$ cat config.mk
export PLATFORM = sky130hd
export DESIGN_NAME = clkcfg_regfile
export DESIGN_NICKNAME = d
export VERILOG_FILES = /design/src/rtl/clkcfg_pkg.sv /design/src/rtl/regfile_apb_decode.sv /design/src/rtl/regfile_div_lock.sv /design/src/rtl/regfile_ctl_regs.sv /design/src/rtl/regfile_rd_mux.sv /design/src/rtl/clkcfg_regfile.sv
export SDC_FILE = /design/constraint.sdc
export NUM_CORES = 1
export LEC_CHECK = 0
export BUFFER_PORTS_ARGS = -buffer_cell sky130_fd_sc_hd__buf_2
export CORE_MARGIN = 3
export CORE_UTILIZATION = 47
export DETAILED_ROUTE_END_ITERATION = 12
export PLACE_DENSITY = 0.87
export SLEW_MARGIN = 20
export SYNTH_ARGS = -nofsm -noshare
export SYNTH_HDL_FRONTEND = slang
export SYNTH_SLANG_ARGS = --single-unit
$ cat constraint.sdc
create_clock -name clk -period 2.4 [get_ports clk]
set_clock_uncertainty 0.1 [all_clocks]
set_input_delay 0.12 -clock clk [delete_from_list [all_inputs] [get_ports clk]]
set_output_delay 0.12 -clock clk [all_outputs]
set_load 0.1 [all_outputs]
$ cat src/rtl/clkcfg_pkg.sv
package clkcfg_pkg;
  localparam int DATA_W = 32;
  localparam int DIV_W  = 19;
  localparam int N_DIV  = 3;
  localparam int KEY_W  = 16;

  // Word indices (byte offset / 4); the bus-visible offsets are fixed.
  localparam int IX_DIV0 = 0;
  localparam int IX_LOCK = 3;
  localparam int IX_LED  = 4;
  localparam int IX_WDAT = 5;
  localparam int IX_BTN  = 6;
  localparam int IX_SW   = 7;
  localparam int IX_RDAT = 8;
  localparam int IX_MA0  = 9;
  localparam int IX_MA1  = 10;
  localparam int N_REGS  = 11;

  typedef struct packed {
    logic [2:0] out_sel;
    logic [6:0] vco_word;
    logic [8:0] ref_word;
  } div_t;

  localparam div_t DIV_RST = '{out_sel: 3'b000, vco_word: 7'b0010110,
                               ref_word: 9'b001110000};
  localparam logic [KEY_W-1:0]  UNLOCK_KEY = 16'hA05F;
  localparam logic [DATA_W-1:0] MA0_RST    = 32'h0400_0000;
  localparam logic [DATA_W-1:0] MA1_RST    = 32'h0400_0004;
endpackage

$ cat src/rtl/regfile_apb_decode.sv
module regfile_apb_decode #(
  parameter int ADDR_W = 8,
  parameter int N_REGS = 11,
  localparam int IDX_W = ADDR_W - 2
) (
  input  logic              psel,
  input  logic              penable,
  input  logic              pwrite,
  input  logic [ADDR_W-1:0] paddr,
  output logic [N_REGS-1:0] wr_hit,
  output logic [N_REGS-1:0] rd_sel
);
  logic [IDX_W-1:0] word_idx;
  logic             access;

  assign word_idx = paddr[ADDR_W-1:2];
  assign access   = psel & penable;

  for (genvar i = 0; i < N_REGS; i++) begin : g_hit
    logic match;
    assign match     = (word_idx == IDX_W'(i));
    assign wr_hit[i] = access & pwrite & match;
    assign rd_sel[i] = match;
  end
endmodule

$ cat src/rtl/regfile_div_lock.sv
module regfile_div_lock
  import clkcfg_pkg::*;
#(
  parameter int NDIV = N_DIV
) (
  input  logic                     clk,
  input  logic                     rst_n,
  input  logic                     lock_wr,
  input  logic [NDIV-1:0]          div_wr,
  input  logic [DATA_W-1:0]        wdata,
  output logic [KEY_W-1:0]         key_q,
  output logic                     locked,
  output logic [NDIV-1:0][DIV_W-1:0] div_q
);
  always_ff @(posedge clk or negedge rst_n) begin
    if (!rst_n)       key_q <= '0;
    else if (lock_wr) key_q <= wdata[KEY_W-1:0];
  end

  assign locked = (key_q != UNLOCK_KEY);

  for (genvar k = 0; k < NDIV; k++) begin : g_div
    always_ff @(posedge clk or negedge rst_n) begin
      if (!rst_n)                    div_q[k] <= DIV_RST;
      else if (div_wr[k] && !locked) div_q[k] <= wdata[DIV_W-1:0];
    end

    // a locked bank keeps every divisor word
    p_div_hold_locked_r3: assert property (@(posedge clk) disable iff (!rst_n)
      locked |=> $stable(div_q[k]));
  end

  // the key field follows the last lock write
  p_key_track_r4: assert property (@(posedge clk) disable iff (!rst_n)
    lock_wr |=> (key_q == $past(wdata[KEY_W-1:0])));
endmodule

$ cat src/rtl/regfile_ctl_regs.sv
module regfile_ctl_regs
  import clkcfg_pkg::*;
#(
  parameter int LED_W = 8
) (
  input  logic              clk,
  input  logic              rst_n,
  input  logic              led_wr,
  input  logic              btn_wr,
  input  logic              wdat_wr,
  input  logic              ma0_wr,
  input  logic              ma1_wr,
  input  logic [DATA_W-1:0] wdata,
  input  logic              btn_press,
  input  logic              cap_valid,
  input  logic [DATA_W-1:0] cap_data,
  output logic [LED_W-1:0]  led_q,
  output logic              btn_q,
  output logic [DATA_W-1:0] wdat_q,
  output logic [DATA_W-1:0] rdat_q,
  output logic [DATA_W-1:0] ma0_q,
  output logic [DATA_W-1:0] ma1_q
);
  always_ff @(posedge clk or negedge rst_n) begin
    if (!rst_n) begin
      led_q  <= '0;
      wdat_q <= '0;
      ma0_q  <= MA0_RST;
      ma1_q  <= MA1_RST;
    end else begin
      if (led_wr)  led_q  <= wdata[LED_W-1:0];
      if (wdat_wr) wdat_q <= wdata;
      if (ma0_wr)  ma0_q  <= wdata;
      if (ma1_wr)  ma1_q  <= wdata;
    end
  end

  // A press outranks a clearing write in the same cycle.
  always_ff @(posedge clk or negedge rst_n) begin
    if (!rst_n)         btn_q <= 1'b0;
    else if (btn_press) btn_q <= 1'b1;
    else if (btn_wr)    btn_q <= wdata[0];
  end

  always_ff @(posedge clk or negedge rst_n) begin
    if (!rst_n)         rdat_q <= '0;
    else if (cap_valid) rdat_q <= cap_data;
  end

  // a press always leaves the flag set
  p_btn_press_sets_r6: assert property (@(posedge clk) disable iff (!rst_n)
    btn_press |=> btn_q);

  // a captured beat lands in the read-data word
  p_capture_r9: assert property (@(posedge clk) disable iff (!rst_n)
    cap_valid |=> (rdat_q == $past(cap_data)));

  // transfer addresses move only on their own writes
  p_ma0_hold_r8: assert property (@(posedge clk) disable iff (!rst_n)
    !ma0_wr |=> $stable(ma0_q));
endmodule

$ cat src/rtl/regfile_rd_mux.sv
module regfile_rd_mux
  import clkcfg_pkg::*;
#(
  parameter int NREG = N_REGS
) (
  input  logic [NREG-1:0]             rd_sel,
  input  logic [NREG-1:0][DATA_W-1:0] words,
  output logic [DATA_W-1:0]           rdata
);
  always_comb begin
    rdata = '0;
    for (int i = 0; i < NREG; i++) begin
      if (rd_sel[i]) rdata = rdata | words[i];
    end
  end
endmodule

$ cat src/rtl/clkcfg_regfile.sv
module clkcfg_regfile
  import clkcfg_pkg::*;
#(
  parameter int ADDR_W = 8,
  parameter int LED_W  = 8,
  parameter int SW_W   = 8
) (
  input  logic                    clk,
  input  logic                    rst_n,
  input  logic                    psel,
  input  logic                    penable,
  input  logic                    pwrite,
  input  logic [ADDR_W-1:0]       paddr,
  input  logic [31:0]             pwdata,
  output logic [31:0]             prdata,
  output logic                    pready,
  output logic                    pslverr,
  input  logic                    btn_press,
  input  logic [SW_W-1:0]         sw_in,
  input  logic                    cap_valid,
  output logic                    cap_ready,
  input  logic [31:0]             cap_data,
  output logic [3*19-1:0]         div_cfg_o,
  output logic [LED_W-1:0]        led_o,
  output logic                    btn_flag_o,
  output logic [31:0]             mst_addr0_o,
  output logic [31:0]             mst_addr1_o,
  output logic [31:0]             mst_wdata_o
);
  logic [N_REGS-1:0]             wr_hit;
  logic [N_REGS-1:0]             rd_sel;
  logic [KEY_W-1:0]              key_q;
  logic                          locked;
  logic [N_DIV-1:0][DIV_W-1:0]   div_q;
  logic [LED_W-1:0]              led_q;
  logic                          btn_q;
  logic [DATA_W-1:0]             wdat_q, rdat_q, ma0_q, ma1_q;
  logic [N_REGS-1:0][DATA_W-1:0] words;

  regfile_apb_decode #(.ADDR_W(ADDR_W), .N_REGS(N_REGS)) u_dec (
    .psel(psel), .penable(penable), .pwrite(pwrite), .paddr(paddr),
    .wr_hit(wr_hit), .rd_sel(rd_sel));

  regfile_div_lock #(.NDIV(N_DIV)) u_div (
    .clk(clk), .rst_n(rst_n), .lock_wr(wr_hit[IX_LOCK]),
    .div_wr(wr_hit[IX_DIV0 +: N_DIV]), .wdata(pwdata),
    .key_q(key_q), .locked(locked), .div_q(div_q));

  regfile_ctl_regs #(.LED_W(LED_W)) u_ctl (
    .clk(clk), .rst_n(rst_n),
    .led_wr(wr_hit[IX_LED]), .btn_wr(wr_hit[IX_BTN]), .wdat_wr(wr_hit[IX_WDAT]),
    .ma0_wr(wr_hit[IX_MA0]), .ma1_wr(wr_hit[IX_MA1]), .wdata(pwdata),
    .btn_press(btn_press), .cap_valid(cap_valid), .cap_data(cap_data),
    .led_q(led_q), .btn_q(btn_q), .wdat_q(wdat_q), .rdat_q(rdat_q),
    .ma0_q(ma0_q), .ma1_q(ma1_q));

  for (genvar k = 0; k < N_DIV; k++) begin : g_divword
    assign words[IX_DIV0+k] = DATA_W'(div_q[k]);
    assign div_cfg_o[k*DIV_W +: DIV_W] = div_q[k];
  end
  assign words[IX_LOCK] = DATA_W'({locked, key_q});
  assign words[IX_LED]  = DATA_W'(led_q);
  assign words[IX_WDAT] = wdat_q;
  assign words[IX_BTN]  = DATA_W'(btn_q);
  assign words[IX_SW]   = DATA_W'(sw_in);
  assign words[IX_RDAT] = rdat_q;
  assign words[IX_MA0]  = ma0_q;
  assign words[IX_MA1]  = ma1_q;

  regfile_rd_mux #(.NREG(N_REGS)) u_mux (
    .rd_sel(rd_sel), .words(words), .rdata(prdata));

  assign pready      = 1'b1;
  assign pslverr     = 1'b0;
  assign cap_ready   = 1'b1;
  assign led_o       = led_q;
  assign btn_flag_o  = btn_q;
  assign mst_addr0_o = ma0_q;
  assign mst_addr1_o = ma1_q;
  assign mst_wdata_o = wdat_q;

  // an unlocked divisor write reaches its output field
  p_div_write_r2: assert property (@(posedge clk) disable iff (!rst_n)
    (psel && penable && pwrite && paddr[ADDR_W-1:2] == '0 && !locked)
      |=> (div_cfg_o[DIV_W-1:0] == $past(pwdata[DIV_W-1:0])));

  // unmapped offsets read zero
  p_unmapped_zero_r10: assert property (@(posedge clk) disable iff (!rst_n)
    (psel && !pwrite && paddr[ADDR_W-1:2] >= (ADDR_W-2)'(N_REGS)) |-> (prdata == '0));
endmodule

Word level (Yosys, flattened, before mapping)
Cells that the tools add are included.
- register bits after elaboration: 210
- input port bits: 87
- output and inout bits: 197
- word-level logic and storage cells: 61
- eq/ne operators: 11
- muxes and demuxes: 13
- bitwise operators: 21
- reduce and logical (&&, ||, !) cells: 6
- operator list (cell ; number):
    32-bit 2-to-1 mux ; 10
    32-bit OR ; 4
    32-bit by 19-bit OR with 32-bit output ; 2
    32-bit by 8-bit OR with 32-bit output ; 2
    32-bit by 1-bit OR with 32-bit output ; 1
    32-bit by 17-bit OR with 32-bit output ; 1
    6-bit by 3-bit equality test with 1-bit output, second input constant ; 4
    19-bit 2-to-1 mux ; 1
    6-bit by 4-bit equality test with 1-bit output, second input constant ; 3
    16-bit != test, second input constant ; 1
    6-bit by 2-bit equality test with 1-bit output, second input constant ; 2
    1-bit bitwise AND ; 11
    6-bit by 1-bit equality test with 1-bit output, second input constant ; 1
    6-bit logical NOT ; 1
    1-bit logical AND ; 3
    1-bit 2-to-1 mux ; 2
    2-bit nonzero test ; 1
    1-bit logical NOT ; 1

Depth between registers and ports, before layout
Gate-level depths: netlist (run 1).
- depth in word-level cells: 22
- mapped depth: 7
- mapped depth without buffers: 4

Hierarchy
Synthesis (run 1) repeated with hierarchy kept, for this count alone.
- cells, all modules: 730
- area total of the unflattened synthesis: 10890.4 µm²
- by module, submodules not included (module ; instances ; cells each ; area each (µm²) ; sequential area each (µm²)):
    regfile_ctl_regs ; 1 ; 292 ; 5719.2 ; 3432.0
    regfile_div_lock ; 1 ; 161 ; 2985.4 ; 1849.3
    regfile_rd_mux ; 1 ; 226 ; 1859.3 ; 0.0
    regfile_apb_decode ; 1 ; 46 ; 296.5 ; 0.0
    clkcfg_regfile ; 1 ; 5 ; 30.0 ; 0.0

Least setup slack after synthesis (run 1)
No wires, ideal clock.
- path type: input to output
- from: in paddr[3]
- to: out prdata[19]
- arrival: 3474 ps
- required time: 2180 ps
- setup slack: -1294 ps
- cell stages on the path: 7
- path buffers: 3
- cell sequence: clkbuf_1 buf_2 buf_1 mux2i_1 nor2_1 a21oi_1 o21ai_0
- word-level cells in the longest chain between the ends: 20
- elaborated cells on any way between the ends: 29
- those cells by class: eq/ne: 10; mux: 10; bitwise: 9
- ends and longest elaborated chain (what ; RTL line ; RTL):
    from (decl) ; clkcfg_regfile.sv:13 ; input logic [ADDR_W-1:0] paddr,
    6-bit by 1-bit equality test with 1-bit output ; regfile_apb_decode.sv:21 ; assign match = (word_idx == IDX_W'(i));
    32-bit 2-to-1 mux ; regfile_rd_mux.sv:13 ; if (rd_sel[i]) rdata = rdata | words[i];
    32-bit by 19-bit OR with 32-bit output ; regfile_rd_mux.sv:13 ;
    32-bit 2-to-1 mux ; regfile_rd_mux.sv:13 ;
    32-bit by 17-bit OR with 32-bit output ; regfile_rd_mux.sv:13 ;
    32-bit 2-to-1 mux ; regfile_rd_mux.sv:13 ;
    32-bit by 8-bit OR with 32-bit output ; regfile_rd_mux.sv:13 ;
    32-bit 2-to-1 mux ; regfile_rd_mux.sv:13 ;
    [... 4 more ...] ; - ;
    32-bit by 8-bit OR with 32-bit output ; regfile_rd_mux.sv:13 ;
    32-bit 2-to-1 mux ; regfile_rd_mux.sv:13 ;
    32-bit OR ; regfile_rd_mux.sv:13 ;
    32-bit 2-to-1 mux ; regfile_rd_mux.sv:13 ;
    32-bit OR ; regfile_rd_mux.sv:13 ;
    32-bit 2-to-1 mux ; regfile_rd_mux.sv:13 ;
    32-bit OR ; regfile_rd_mux.sv:13 ;
    32-bit 2-to-1 mux (*) ; regfile_rd_mux.sv:13 ;
    to (decl) ; clkcfg_regfile.sv:15 ; output logic [31:0] prdata,
Mark *: on every way between the ends. The rest lies on a longest branch, timed or not.

Final worst setup path (run 1)
- from: reg u_ctl.led_q[0]
- to: out prdata[0]
- word-level cells in the longest chain between the ends: 14
- ends and longest elaborated chain (what ; RTL line ; RTL):
    from (decl) ; regfile_ctl_regs.sv:17 ; output logic [LED_W-1:0] led_q,
    from (signal assigned) ; regfile_ctl_regs.sv:31 ; if (led_wr) led_q <= wdata[LED_W-1:0];
    32-bit by 8-bit OR with 32-bit output (*) ; regfile_rd_mux.sv:13 ;
    32-bit 2-to-1 mux (*) ; regfile_rd_mux.sv:13 ;
    32-bit OR ; regfile_rd_mux.sv:13 ;
    32-bit 2-to-1 mux (*) ; regfile_rd_mux.sv:13 ;
    32-bit by 1-bit OR with 32-bit output ; regfile_rd_mux.sv:13 ;
    32-bit 2-to-1 mux (*) ; regfile_rd_mux.sv:13 ;
    32-bit by 8-bit OR with 32-bit output ; regfile_rd_mux.sv:13 ;
    32-bit 2-to-1 mux (*) ; regfile_rd_mux.sv:13 ;
    32-bit OR ; regfile_rd_mux.sv:13 ;
    32-bit 2-to-1 mux (*) ; regfile_rd_mux.sv:13 ;
    32-bit OR ; regfile_rd_mux.sv:13 ;
    32-bit 2-to-1 mux (*) ; regfile_rd_mux.sv:13 ;
    32-bit OR ; regfile_rd_mux.sv:13 ;
    32-bit 2-to-1 mux (*) ; regfile_rd_mux.sv:13 ;
Marked as above.

==> metrics, run 1 <==
DR vias/cell 5.707; Synth Area in Adders 0; initial antenna violation count 2; Max-cap violations 0; num rows 51; Simple-Gate Fraction of Synth Area 0.04860; Fillers 1325; H-tree lvl count 1; GPL Wtd Cong 0.8331; Max IR drop VDD 525.4 µV; Static Leak 6.897 nW; end-of-flow core utilization 0.6954; Design Area, Final 13800 µm²; min Tclk post-route 2.287 ns; Starting DRT DRC Count 409; slowest CP cell mux4_2; Synth Cell Area 9654 µm²; Power Density 651.5 nW/µm²; Critical Path RT 2.18 ns; Crit path depth 4; buffers inserted by post-CTS timing repair 0; Worst-Skew Late Latency 0.51 ns; sum of buffers and inverters on the critical path 1; count of buffers from port buffering 278; GRT Total Usage 0.2843; CP top delay family multiplexers; Pre-Repair DR Iteration Count 7; Slew HR 0.5532; Syn. warnings 0; first-pass GRT wire length 48.67 mm; R2R cell count 5; Crit. End Element output port; dpl hpwl 21.32 mm; Routed Antenna Nets 0; layout cells sized above 1 0.6050; synthesized area per cell 13.73 µm²; clock tree buffer depth 3; die width 149.3 µm; xor-xnor portion of the synthesized cell area 0; Final Max Slew Viols 0; DR vias 7687; hold_ws 0.08384 ns; P&R area growth vs syn 42.94%; r2r endpoint u_div.div_q[27]; RSZ-0062 raised after global routing no; largest family of logic cells by synthesized area multiplexers; Residual DRC 0; final setup violation count 0; DRT Wirelength 31.92 mm; Core Area 19850 µm²; Slew @ Worst Pin 0.6702 ns; die height 149.3 µm; worst setup path endpoint prdata[0]; worst r2r src u_div.key_q[8]; Avg WL per Cell 23.70 µm; Synth cell types 38; CTS sink count 210; Syn Inst Count 703; vias in the first global route 8295; Critical Path Source u_ctl.led_q[0]; Fin. Hold Viols 0; dpl cell area 12310 µm²; multiplexer share of the synthesized area 0.3257; Die Footprint 22300 µm²; Initial Util 0.4865; Num CTS Buffers 23; Crit Path Class flop to output port; Critical Path Start Type flop; Final Net Count 1151; largest net degree at the start of global routing 77; CP cell instances mux4_2 -> a22oi_1 -> o221ai_4 -> buf_12; Overflow after GRT 0; top fanout value on the critical path 3; crit share post-route 0.9529; Worst-path clk slew 0.06 ns; Arr. time, crit path 2.07 ns; FMAX 0.4372 GHz; register-to-register setup slack 0.23 ns; synth top area cells dfrtp_1 (49%), mux2_2 (25%), dfstp_2 (5.7%); share of the yosys chip area belonging to registers 0.5470; Yosys reg bits 210; Yosys top cell by area dfrtp_1; Min-Delay Path Class input port to async pin; root buffer cell clkbuf_16; compound-gate portion of the synthesized area 0.05430; Yosys top cell area share 0.4899; outcome completed; TritonCTS clock tree built; CP max stage delay 0.52 ns; # IOs 284
state kept, by name, summed over array words and instances, names as in the netlist:
signal,flops
u_ctl.btn_q,1
u_ctl.ma0_q,32
u_ctl.rdat_q,32
u_div.key_q,16
u_div.div_q,57
u_ctl.wdat_q,32
u_ctl.led_q,8
u_ctl.ma1_q,32
repair_timing:
item | CTS | global route
endpoints found under the setup margin | 9 | 49
pin swaps | 0 | 0
resized for setup | 1 | 3
hold buffers | 67 | 0
endpoints found under the hold margin | 280 | 0
worst min path at each step:
stage | endpoint | slack (ns) | cells past startpoint
detailed placement | u_ctl.rdat_q[2] | 0.1 | 1
floorplan | u_ctl.btn_q | -0.28 | 0
global placement | u_ctl.rdat_q[2] | 0.09 | 1
global route | u_ctl.rdat_q[7] | 0.14 | 2
CTS | u_ctl.rdat_q[7] | 0.12 | 2
finish | u_ctl.rdat_q[7] | 0.08 | 2
per-layer routing:
layer	wire length, µm	part of all wire	vias to the layer above	GRT usage
li1	-	-	3332	-
met1	12350	0.39	3914	0.3547
met2	15990	0.50	357	0.4859
met3	2267	0.071	82	0.05804
met4	1305	0.041	2	0.1153
met5	13	0.00041	-	0
cell families after synthesis:
| family | count (synthesis) |
|---|---|
| muxes | 267 |
| DFF | 210 |
| and+or+nand+nor | 90 |
| AOI/OAI and AO/OA | 85 |
| buffers and inverters | 49 |
| other | 2 |
where the power goes:
| part | leakage (nW) | internal, mW | total [mW] | switching, mW |
|---|---|---|---|---|
| Clock | 0.388 | 2.23 | 3.65 | 1.42 |
| Combinational | 3.75 | 0.430 | 1.54 | 1.11 |
| Sequential | 2.76 | 3.70 | 3.81 | 0.113 |
| Total | 6.90 | 6.35 | 8.99 | 2.64 |
layout by cell type (no fill, tap or decap), drive strengths merged, types with 4 or more instances in the layout:
cell,n
nor2,33
dfrtp,189
dlygate4sd3,67
a22oi,18
buf,316
o21ai,23
mux2,217
o221ai,8
mux2i,34
nand2,25
nor3,6
clkbuf,37
a21oi,30
dfstp,21
mux4,16
nand3,5
a32oi,4
per-stage QoR:
stage          setup WS (ns)   TNS [ns]  power, mW  cells
6_report              0.1129          0      8.991   1347
3_5_place_dp       -0.001624  -0.001624      5.303   1237
2_1_floorplan       -0.02661    -0.2035      4.857    704
3_3_place_gp         0.09847          0      5.269   1237
4_1_cts              0.02662          0      9.047   1346
5_1_grt             0.007844          0      9.276   1347
synthesized netlist by cell type:
cell type / instances
and2_1: 3
nor3_1: 4
a21oi_1: 30
nor2_1: 33
nor4_1: 1
or4_1: 1
nand2b_1: 3
or4b_1: 1
nand4_1: 1
mux2_1: 1
conb_1: 2
dfrtp_1: 189
a221o_1: 1
o2bb2ai_1: 1
a22oi_1: 18
a32oi_1: 4
or2_2: 1
nor4_4: 2
and3_1: 2
nand3_1: 5
o21ai_0: 23
mux4_2: 16
nor4bb_1: 1
nor3_2: 1
buf_4: 3
nor3_4: 1
and4_1: 1
o221ai_1: 8
nand2_1: 25
mux2i_1: 34
mux2_2: 216
buf_1: 10
buf_2: 14
nor4b_1: 3
nor2b_1: 1
buf_6: 2
clkbuf_1: 20
dfstp_2: 21
area by class of cell:
type | count | area, µm² | area share
clock buffers | 36 | 704.4 | 0.05105
diodes | 1 | 2.502 | 0.0001813
well taps | 265 | 331.6 | 0.02403
multi-input cells | 445 | 4419 | 0.3202
flip-flops and latches | 210 | 5281 | 0.3827
repair buffers | 384 | 2974 | 0.2155
clock inverters | 6 | 86.33 | 0.006256
Note: power is estimated with default switching activity, not from simulation.
==> inputs of run 2 (changes only) <==
--- a/config.mk
+++ b/config.mk
@@ -9,5 +9,5 @@
 export CORE_MARGIN = 3
-export CORE_UTILIZATION = 47
+export CORE_UTILIZATION = 56
 export DETAILED_ROUTE_END_ITERATION = 12
-export PLACE_DENSITY = 0.87
+export PLACE_DENSITY = 0.95
 export SLEW_MARGIN = 20
==> constraint.sdc (replaced) <==
create_clock -name clk -period 2.9 [get_ports clk]
set_clock_uncertainty 0.1 [all_clocks]
set_input_delay 0.145 -clock clk [delete_from_list [all_inputs] [get_ports clk]]
set_output_delay 0.145 -clock clk [all_outputs]
set_load 0.05 [all_outputs]
==> run 2 against run 1 <==
- utilization rose by 6.9 points
- highest routed layer is now met4
- critical path depth rose by 1
- non-clock buffer count fell by 10
- final area fell by 7.4%
- sequential power fell by 17%
- die area fell by 15%
- first-iteration DRC count rose by 36%
- setup slack improved by 0.16 ns
- largest power group unchanged
- via count rose by 2.4%
==> metrics, run 2 (synthesized netlist as in run 1, its figures left out) <==
outcome completed (unchanged); final non-filler cell total 1289 (was 1347); final setup margin 0.2752 ns (was 0.1129 ns); Starting DRT DRC Count 558 (was 409); Slew @ Worst Pin 0.9899 ns (was 0.6702 ns); CP cell instances nor4b_1 -> nand3_1 -> nor4_4 -> buf_4 -> mux2_2 (was mux4_2 -> a22oi_1 -> o221ai_4 -> buf_12); DR vias 7875 (was 7687); final setup violation count 0 (unchanged); Crit Path Class flop to flop (was flop to output port); count of buffers from port buffering 278 (unchanged); n_diodes 0 (was 1); DR vias/cell 6.109 (was 5.707); sum of buffers and inverters on the critical path 1 (unchanged); root buffer cell clkbuf_16 (unchanged); Reg with most FFs u_div.div_q (unchanged); Min-Delay Path Class input port to async pin (unchanged); P&R area growth vs syn 32.31% (was 42.94%); Routed Antenna Nets 0 (unchanged); CP max stage delay 0.57 ns (was 0.52 ns); Critical Path RT 3.17 ns (was 2.18 ns); clock tree buffer depth 3 (unchanged); Initial Util 0.5781 (was 0.4865); Num CTS Buffers 22 (was 23); Fin. Hold Viols 0 (unchanged); Largest register FFs 57 (unchanged); hold_buf cts 67 (unchanged); die height 137.3 µm (was 149.3 µm); Slew HR 0.3401 (was 0.5532); Worst-path clk slew 0.06 ns (about the same); Max-cap violations 0 (unchanged); Worst-Skew Late Latency 0.50 ns (was 0.51 ns); crit share post-route 0.9051; Max IR drop VDD 714.0 µV (was 525.4 µV); Fillers 975 (was 1325); slowest CP cell nor4b_1 (was mux4_2); largest net degree at the start of global routing 85 (was 77); first-pass GRT wire length 46.86 mm (was 48.67 mm); layout cells sized above 1 0.5650 (was 0.6050); vias in the first global route 8287 (was 8295); Power Density 530.5 nW/µm² (was 651.5 nW/µm²); GRT Max-Usage Layer met2 (unchanged); RSZ-0062 raised after global routing no (unchanged); Avg WL per Cell 24.46 µm (was 23.70 µm); met1 Track Usage GR 0.3905 (was 0.3547); H-tree lvl count 1 (unchanged); # IOs 284 (unchanged); commonest non-fill, non-tap cell in the layout buf_2 (unchanged); CTS sink count 210 (unchanged); CP top delay family simple AND/OR/NAND/NOR gates (was multiplexers); DRT Wirelength 31.53 mm (was 31.92 mm); Crit. End Element flop (was output port); buffers inserted by post-CTS timing repair 0 (unchanged); Overflow after GRT 0 (unchanged); Final Max Slew Viols 0 (unchanged); die width 137.3 µm (was 149.3 µm); Pre-Repair DR Iteration Count 7 (unchanged); pre-CTS setup slack 0.4537 ns (was -0.001624 ns); dpl hpwl 19.89 mm (was 21.32 mm); Placed Instances 1182 (was 1237); FMAX 0.3810 GHz; grt met2 use 0.5676 (was 0.4859); top fanout value on the critical path 19 (was 3); Final Net Count 1140 (was 1151); num rows 47 (was 51); CTS resizes 0 (was 1); Critical Path Start Type flop (unchanged); min Tclk post-route 2.625 ns; most frequent cells in the layout buf_2 (275), mux2_2 (216), dfrtp_1 (189) (was buf_2 (243), mux2_2 (216), dfrtp_1 (189)); TritonCTS clock tree built (unchanged); Core Area 16700 µm² (was 19850 µm²); GPL Wtd Cong 0.8184 (was 0.8331); initial antenna violation count 0 (was 2); Die Footprint 18850 µm² (was 22300 µm²); global-route met3 utilization 0.07706 (was 0.05804); Residual DRC 0 (unchanged); Arr. time, crit path 2.90 ns (was 2.07 ns); Final TNS setup 0 ns (unchanged); GRT Total Usage 0.3270 (was 0.2843); Static Leak 6.634 nW (was 6.897 nW)
run 2: changes by cell type in the layout (fill, tap and decap cells not counted), moves of 4 or more:
cell      before  now
o221ai_2       7    0
buf_12        42    4
o21ai_0        2   23
clkinv_2       2    6
o21ai_2       13    0
buf_4         31   27
o221ai_1       0    8
o21ai_4        8    0
buf_2        243  275
clkbuf_8       9    5
run 2: final timing paths:
path / startpoint / cells after the start / slack [ns] / end
max: u_div.key_q[9] / 5 / 0.28 / u_div.div_q[31]
min: rst_n / 2 / 0.16 / u_ctl.rdat_q[8]
max reg2reg: u_div.key_q[9] / 5 / 0.28 / u_div.div_q[31]
min reg2reg: u_ctl.rdat_q[30] / 1 / 0.41 / u_ctl.rdat_q[30]
max in group asynchronous: rst_n / 3 / 1.60 / u_div.div_q[42]
min in group clk: cap_data[10] / 3 / 0.32 / u_ctl.rdat_q[10]
run 2: area by class of cell:
type | instances | area (µm²) | area share
tap | 220 | 275.3 | 0.02155
clock inverter | 7 | 38.79 | 0.003037
clock buffer | 33 | 653.1 | 0.05113
multi-input combinational | 445 | 4182 | 0.3274
sequential | 210 | 5281 | 0.4135
timing repair buffer | 374 | 2344 | 0.1835
run 2: layer usage:
layer  part of all wire  vias to the layer above
met3              0.085                      113
met2               0.51                      469
li1                   -                     3312
met4              0.046                        0
met5                  0                        -
met1               0.36                     3981
run 2: per-stage QoR:
step | utilization | hold WS [ns] | total power [mW] | area, µm²
finish | 0.7648 | 0.1624 | 6.776 | 12770
global route | 0.7648 | 0.2171 | 6.994 | 12770
CTS | 0.7648 | 0.1836 | 6.793 | 12770
detailed placement | 0.6832 | 0.1378 | 4.042 | 11410
global placement | 0.6832 | 0.1358 | 4.010 | 11410
floorplan | - | -0.2506 | 3.712 | 9658
run 2: where the power goes:
part / internal [mW] / switching (mW) / leakage [nW]
registers: 3.06 / 0.0940 / 2.76
clock network: 1.56 / 1.13 / 0.347
logic: 0.331 / 0.601 / 3.53
total: 4.95 / 1.83 / 6.63
run 2: worst reg2reg max path: stages (launching register included):
cell and delay [ns]:
dfrtp_1 0.41, nor4b_1 0.57, nand3_1 0.40, nor4_4 0.23, buf_4 0.38, mux2_2 0.41
